<file path="config.mk">
export PLATFORM = sky130hd
export DESIGN_NAME = ssi_irq_ctrl
export DESIGN_NICKNAME = d
export VERILOG_FILES = /design/src/rtl/ssi_irq_pkg.sv /design/src/rtl/ssi_fifo.sv /design/src/rtl/ssi_dis_sync.sv /design/src/rtl/ssi_irq_gen.sv /design/src/rtl/ssi_irq_ctrl.sv
export SDC_FILE = /design/constraint.sdc
export NUM_CORES = 1
export LEC_CHECK = 0
export ABC_AREA = 1
export BUFFER_PORTS_ARGS = -buffer_cell sky130_fd_sc_hd__buf_2
export CAP_MARGIN = 0
export CORE_MARGIN = 2
export CORE_UTILIZATION = 55
export DETAILED_ROUTE_END_ITERATION = 8
export PLACE_DENSITY_LB_ADDON = 0.1
export SETUP_SLACK_MARGIN = 0.15
export SLEW_MARGIN = 5
export SYNTH_ARGS = -nofsm -noshare
export SYNTH_HDL_FRONTEND = slang
export SYNTH_SLANG_ARGS = --single-unit
</file>
<file path="constraint.sdc">
create_clock -name clk -period 4.82 [get_ports clk]
set_clock_uncertainty 0.2 [all_clocks]
set_input_delay 0.964 -clock clk [delete_from_list [all_inputs] [get_ports clk]]
set_output_delay 0.964 -clock clk [all_outputs]
set_load 0.01 [all_outputs]
</file>
<file path="src/rtl/ssi_irq_pkg.sv">
package ssi_irq_pkg;

    localparam int DEF_WIDTH = 16;
    localparam int DEF_DEPTH = 16;

    localparam int DIR_RX  = 0;
    localparam int DIR_TX  = 1;
    localparam int NUM_DIR = 2;

    // One cycle's request to a queue
    typedef struct packed {
        logic push;
        logic pop;
    } fifo_req_t;

    // Receive request hysteresis state
    typedef enum logic {
        RXI_QUIET = 1'b0,
        RXI_ARMED = 1'b1
    } rxi_state_e;

    // Level at which the receive request rises and below which transmit requests
    function automatic int mark_of(input int depth);
        return depth / 2;
    endfunction

endpackage

</file>
<file path="src/rtl/ssi_fifo.sv">
module ssi_fifo
    import ssi_irq_pkg::*;
#(
    parameter int WIDTH = DEF_WIDTH,
    parameter int DEPTH = DEF_DEPTH,
    localparam int LVL_W = $clog2(DEPTH + 1),
    localparam int PTR_W = (DEPTH > 1) ? $clog2(DEPTH) : 1
) (
    input  logic             clk,
    input  logic             rst,
    input  fifo_req_t        req,
    input  logic [WIDTH-1:0] wr_data,
    output logic [WIDTH-1:0] rd_data,
    output logic [LVL_W-1:0] level
);

    localparam logic [LVL_W-1:0] FULL_LVL = LVL_W'(DEPTH);
    localparam logic [PTR_W-1:0] LAST_PTR = PTR_W'(DEPTH - 1);

    logic [WIDTH-1:0] mem [DEPTH];
    logic [PTR_W-1:0] wr_ptr, rd_ptr;
    logic             wr_ok, rd_ok;

    function automatic logic [PTR_W-1:0] bump(input logic [PTR_W-1:0] p);
        return (p == LAST_PTR) ? '0 : p + 1'b1;
    endfunction

    assign wr_ok   = req.push && (level != FULL_LVL);
    assign rd_ok   = req.pop  && (level != '0);
    assign rd_data = mem[rd_ptr];

    always_ff @(posedge clk) begin
        if (wr_ok) begin
            mem[wr_ptr] <= wr_data;
        end
    end

    always_ff @(posedge clk) begin
        if (rst) begin
            wr_ptr <= '0;
            rd_ptr <= '0;
            level  <= '0;
        end else begin
            if (wr_ok) wr_ptr <= bump(wr_ptr);
            if (rd_ok) rd_ptr <= bump(rd_ptr);
            case ({wr_ok, rd_ok})
                2'b10:   level <= level + 1'b1;
                2'b01:   level <= level - 1'b1;
                default: level <= level;
            endcase
        end
    end

endmodule

</file>
<file path="src/rtl/ssi_dis_sync.sv">
module ssi_dis_sync (
    input  logic clk,
    input  logic rst,
    input  logic en_req,
    input  logic tick,
    output logic en_eff
);

    // Enabling lands on the next edge; disabling waits for a serial tick.
    always_ff @(posedge clk) begin
        if (rst) begin
            en_eff <= 1'b0;
        end else if (en_req) begin
            en_eff <= 1'b1;
        end else if (tick) begin
            en_eff <= 1'b0;
        end
    end

endmodule

</file>
<file path="src/rtl/ssi_irq_gen.sv">
module ssi_irq_gen
    import ssi_irq_pkg::*;
#(
    parameter int DEPTH = DEF_DEPTH,
    localparam int LVL_W = $clog2(DEPTH + 1)
) (
    input  logic             clk,
    input  logic             rst,
    input  logic             rx_on,
    input  logic             tx_on,
    input  logic [LVL_W-1:0] rx_lvl,
    input  logic [LVL_W-1:0] tx_lvl,
    output logic             rx_irq,
    output logic             tx_irq
);

    localparam logic [LVL_W-1:0] MARK = LVL_W'(mark_of(DEPTH));

    rxi_state_e rx_state;
    logic       rx_hit, rx_keep;

    assign rx_hit  = (rx_lvl >= MARK);
    assign rx_keep = (rx_state == RXI_ARMED) && (rx_lvl != '0);
    assign rx_irq  = rx_on && (rx_hit || rx_keep);
    assign tx_irq  = tx_on && (tx_lvl < MARK);

    always_ff @(posedge clk) begin
        if (rst) begin
            rx_state <= RXI_QUIET;
        end else begin
            rx_state <= rx_irq ? RXI_ARMED : RXI_QUIET;
        end
    end

endmodule

</file>
<file path="src/rtl/ssi_irq_ctrl.sv">
module ssi_irq_ctrl
    import ssi_irq_pkg::*;
#(
    parameter int WIDTH = DEF_WIDTH,
    parameter int DEPTH = DEF_DEPTH,
    localparam int LVL_W = $clog2(DEPTH + 1)
) (
    input  logic             clk,
    input  logic             rst,
    input  logic             rx_enable,
    input  logic             tx_enable,
    input  logic             sclk_tick,
    input  logic             rx_push,
    input  logic [WIDTH-1:0] rx_push_data,
    input  logic             rx_pop,
    output logic [WIDTH-1:0] rx_pop_data,
    output logic [LVL_W-1:0] rx_level,
    input  logic             tx_push,
    input  logic [WIDTH-1:0] tx_push_data,
    input  logic             tx_pop,
    output logic [WIDTH-1:0] tx_pop_data,
    output logic [LVL_W-1:0] tx_level,
    output logic             rx_irq,
    output logic             tx_irq
);

    fifo_req_t        dir_req   [NUM_DIR];
    logic [WIDTH-1:0] dir_wdata [NUM_DIR];
    logic [WIDTH-1:0] dir_rdata [NUM_DIR];
    logic [LVL_W-1:0] dir_lvl   [NUM_DIR];
    logic             dir_en    [NUM_DIR];
    logic             dir_on    [NUM_DIR];

    always_comb begin
        dir_req[DIR_RX]   = '{push: rx_push, pop: rx_pop};
        dir_req[DIR_TX]   = '{push: tx_push, pop: tx_pop};
        dir_wdata[DIR_RX] = rx_push_data;
        dir_wdata[DIR_TX] = tx_push_data;
        dir_en[DIR_RX]    = rx_enable;
        dir_en[DIR_TX]    = tx_enable;
    end

    for (genvar d = 0; d < NUM_DIR; d++) begin : g_dir
        ssi_fifo #(
            .WIDTH (WIDTH),
            .DEPTH (DEPTH)
        ) u_fifo (
            .clk     (clk),
            .rst     (rst),
            .req     (dir_req[d]),
            .wr_data (dir_wdata[d]),
            .rd_data (dir_rdata[d]),
            .level   (dir_lvl[d])
        );

        ssi_dis_sync u_sync (
            .clk    (clk),
            .rst    (rst),
            .en_req (dir_en[d]),
            .tick   (sclk_tick),
            .en_eff (dir_on[d])
        );
    end

    ssi_irq_gen #(
        .DEPTH (DEPTH)
    ) u_irq (
        .clk    (clk),
        .rst    (rst),
        .rx_on  (dir_on[DIR_RX]),
        .tx_on  (dir_on[DIR_TX]),
        .rx_lvl (dir_lvl[DIR_RX]),
        .tx_lvl (dir_lvl[DIR_TX]),
        .rx_irq (rx_irq),
        .tx_irq (tx_irq)
    );

    assign rx_pop_data = dir_rdata[DIR_RX];
    assign tx_pop_data = dir_rdata[DIR_TX];
    assign rx_level    = dir_lvl[DIR_RX];
    assign tx_level    = dir_lvl[DIR_TX];

endmodule

</file>
==> impl_summary.md <==
Status
The flow ran to the end, and the final reports show no timing, DRC or antenna violations.

Power and ir drop
Summing internal, switching and leakage power gives approximately 13 mW. The analysis attributes to cell leakage a power of ~9 nW. The switching power summed over all nets is roughly 3.7 mW. In this run switching power makes up between 20% and 30% of total power.

The maximum ir drop on the vdd rail is about 380 uV. The clock network burns between 30% and 40% of the power. The cell internal power dissipation is approximately 8.8 mW. Power spread over the standard cell area amounts to slightly below 500 mW/mm^2. The sequential fraction of design power is around 45%. In this run, the combinational gates consume roughly 22% of the power.

Global route
The aggregate global-route resource usage is between 20% and 30%. The first global-routing pass estimated between 70,000 and 80,000 um of wire. Summed over all layers, the global routing overflow is 0.

The number of global-route vias before repair is about 13,000. The initial antenna violation count is 4. The pin count of the biggest net entering global routing is 112.

Final layout
The final layout contains between 1,500 and 2,000 nets. The share of layout cells above drive strength 1 is between 10% and 20%. Cells fill between 60% and 70% of the core in the end. The area growth from synthesis to layout is 12.5%.

Clock tree
The TritonCTS clock tree is yes. No sink is reached through more buffers than the 3 on the longest clock path. Post-CTS timing repair inserted 0 buffers for setup. The clock transition time at the flip-flop clock pins of the worst setup and hold paths is roughly 0.060 ns.

The number of buffers inserted by hold repair at cts is 0. The level count of the clock H-tree is 2. The clock drives roughly 550 sinks. The later-pin clock latency in the skew report is slightly above 0.6 ns. Buffers inserted during clock tree synthesis total 55.

Once the clock tree was built, the resizer swapped 0 gates to a different size. The buffer type at the clock tree root is sky130_fd_sc_hd__clkbuf_16.

Synthesis
By area, the combinational part of the netlist is dominated by compound AO/OA/AOI/OAI gates. The post-synthesis compound-gate area fraction is between 10% and 20%. The sequential area share after synthesis is between 70% and 80%. The post-synthesis xor/xnor area fraction is 0.548%.

Counting flops with an async set or reset pin after synthesis yields a share of 0%. The synthesized design contains 512 enable-type register cells. Of the total synthesized cell area, the portion taken by AND, OR, NAND and NOR gates is 4.23%.

The synthesized area per cell is 13.8 um^2. When the netlist entered floorplanning its net count stood at about 1,700. The count of synthesis-stage warnings from yosys is 0. Of the post-synthesis cell area, the part taken by muxes is under 10%. The number of different library cells used by synthesis comes to 33. The instance count of the mapped netlist is 1,625. The dominant synthesized flop cell is sky130_fd_sc_hd__edfxtp_1. The adder and majority cell fraction of the synthesized area is 0.951%. The synthesized design contains ~550 register bits. In this run the cell area of the synthesized design comes to roughly 0.022 mm^2.

Routing
For this block, the routed nets add up to around 50,000 um of wire. In the routed design, unresolved DRC markers number 0. The detailed router finished its first iteration with around 1,200 violations. In the final routed layout, each cell accounts on average for 21.6 um.

Once detail routing completed, the nets flagged for antenna violations numbered 0. The number of detailed-route iterations in the first pass is 5. Dividing the detail-routed via count by the number of cells gives 5.76.

The count of vias placed by the detailed router is ~13,000.

STA
Setup violations remaining at the end of the flow were counted as 0. The transition time at the pin with the least slew margin is roughly 1.1 ns. The post-layout minimum cycle time is 3.80 ns. Setup repair after global routing left no endpoint under its margin. The number of slew-limit violations in the final report is 0. For the final routed database, the setup TNS stands at 0 ns. Derived from the worst setup path, the maximum achievable clock frequency is between 200 and 300 MHz. The number of hold-slack violations in the final timing report came to 0. The final clock period utilization by the worst path is approximately 80%.

The remaining max-slew budget at the tightest pin is 24.9%.

Worst setup path
The required time reported for the critical path endpoint is between 3 and 4 ns. STA classifies the critical path startpoint as a flop. Along the worst path, the maximum fanout reaches 78. The kind of critical path is reg2out. The worst endpoint data arrival time is 2.64 ns. The worst setup path is captured at an output port.

Floorplan
The row count is 73. The initial utilization of the core area, before any placement, comes to between 50% and 60%. The area enclosed by the die boundary is between 0.04 and 0.05 mm^2. The die is between 200 and 250 um tall. The horizontal die dimension is around 210 um.

The top-level I/O count is 85. The placeable core region is roughly 0.04 mm^2.

Placement
The count of input and output buffers is between 80 and 90. Detailed placement finished with a half-perimeter wire length of about 26,000 um. Routability-driven placement finished with a final weighted congestion of 0.787.

Job
The number of max-cap violations is 0.

Min path
The type of the worst min-delay path is reg2reg.
## cell usage after synthesis (11+ instances only)
cell | count | area (um^2)
sky130_fd_sc_hd__nand2_1 | 75 | 282
sky130_fd_sc_hd__xor2_1 | 11 | 96.3
sky130_fd_sc_hd__nand3_1 | 51 | 255
sky130_fd_sc_hd__edfxtp_1 | 512 | 15400
sky130_fd_sc_hd__a21oi_1 | 143 | 716
sky130_fd_sc_hd__clkbuf_1 | 45 | 169
sky130_fd_sc_hd__o21ai_0 | 168 | 841
sky130_fd_sc_hd__buf_4 | 12 | 90.1
sky130_fd_sc_hd__mux2i_1 | 128 | 1280
sky130_fd_sc_hd__buf_2 | 12 | 60.1
sky130_fd_sc_hd__dfxtp_1 | 37 | 741
sky130_fd_sc_hd__o211ai_1 | 128 | 961
sky130_fd_sc_hd__inv_1 | 167 | 627
sky130_fd_sc_hd__nor2_1 | 63 | 236
sky130_fd_sc_hd__ha_1 | 17 | 213
## path summary, 6_finish.rpt
path | start | endpoint | slack, ns | depth (start not counted)
worst min register to register | g_dir[1].u_sync.en_eff | g_dir[1].u_sync.en_eff | 0.29 | 2
worst max register to register | g_dir[1].u_fifo.level[0] | g_dir[1].u_fifo.level[4] | 2.14 | 15
worst max-delay path | flop | rx_pop_data[9] | 1.02 | 7
worst min-delay path | g_dir[1].u_sync.en_eff | g_dir[1].u_sync.en_eff | 0.29 | 2
## power by group through the flow
stage | Clock, mW | Combinational, mW | Sequential (mW)
3_3_place_gp | 0 | 2.74 | 5.68
4_1_cts | 4.18 | 2.81 | 5.59
2_1_floorplan | 0 | 2.09 | 5.61
6_report | 4.12 | 2.80 | 5.59
5_1_grt | 4.38 | 3.12 | 5.62
3_5_place_dp | 0 | 2.80 | 5.69
## per-stage QoR
step	cells	setup slack [ns]	hold slack, ns	instance area (um^2)
3_5_place_dp	2191	1.65	0.282	23400
6_report	2294	1.02	0.289	25200
5_1_grt	2292	0.846	0.332	25200
2_1_floorplan	1625	1.88	0.255	22400
4_1_cts	2292	0.999	0.292	25200
3_3_place_gp	2191	1.65	0.269	23400
## final cells by class
type / instances / area [um^2]
Clock inverter: 29 / 268
Fill cell: 2962 / 14800
Antenna cell: 2 / 5.00
Clock buffer: 72 / 1460
Timing Repair Buffer: 131 / 811
Multi-Input combinational cell: 814 / 5180
Sequential cell: 549 / 16100
Inverter: 172 / 646
Tap cell: 525 / 657
## worst max-delay path: stages (launching register included)
cell,delay [ns]
sky130_fd_sc_hd__dfxtp_4,0.77
sky130_fd_sc_hd__buf_12,0.40
sky130_fd_sc_hd__a21oi_1,0.12
sky130_fd_sc_hd__o21ai_0,0.11
sky130_fd_sc_hd__o21ai_0,0.10
sky130_fd_sc_hd__o211ai_1,0.22
sky130_fd_sc_hd__nand2_1,0.09
sky130_fd_sc_hd__buf_2,0.15
## state kept, by name (all words and copies together), names as in the netlist, named ones only
name and count:
g_dir.u_fifo.mem 512, g_dir.u_fifo.level 10, g_dir.u_fifo.rd_ptr 8, g_dir.u_fifo.wr_ptr 8
g_dir.u_sync.en_eff 2, u_irq.rx_state 1
## metal layers
metal  vias to the layer above  GRT usage, %  routed length [um]
li1                       6192             -                   -
met1                      6500          35.1               22300
met2                       426          36.5               22600
met3                        83          4.56                3580
met4                         6          5.76                 984
met5                         -             0                  45
## placed cells by master, fill, tap and decap left out, drive strengths merged
master,instances
nor2,63
nand3b,1
diode,2
or2,1
nor3,4
o211ai,128
clkbuf,72
buf,131
xnor2,3
clkinv,23
o21ai,170
mux2i,128
nand3,54
edfxtp,512
dfxtp,37
nand2,82
xor2,11
nor4,2
a21oi,143
a31oi,1
a211oi,1
inv,173
ha,17
bufinv,5
nand4,4
and2,1
## cell families (layout without fill, tap and decap cells)
group                      after synthesis  count (layout)
adders and majority gates               17              17
muxes                                  128             128
AOI/OAI and AO/OA                      443             443
and+or+nand+nor                        212             212
other                                    0               2
buffers and inverters                  262             404
DFF                                    549             549
xor gates and xnor gates                14              14
No activity file was read; power rests on OpenSTA's default activity.
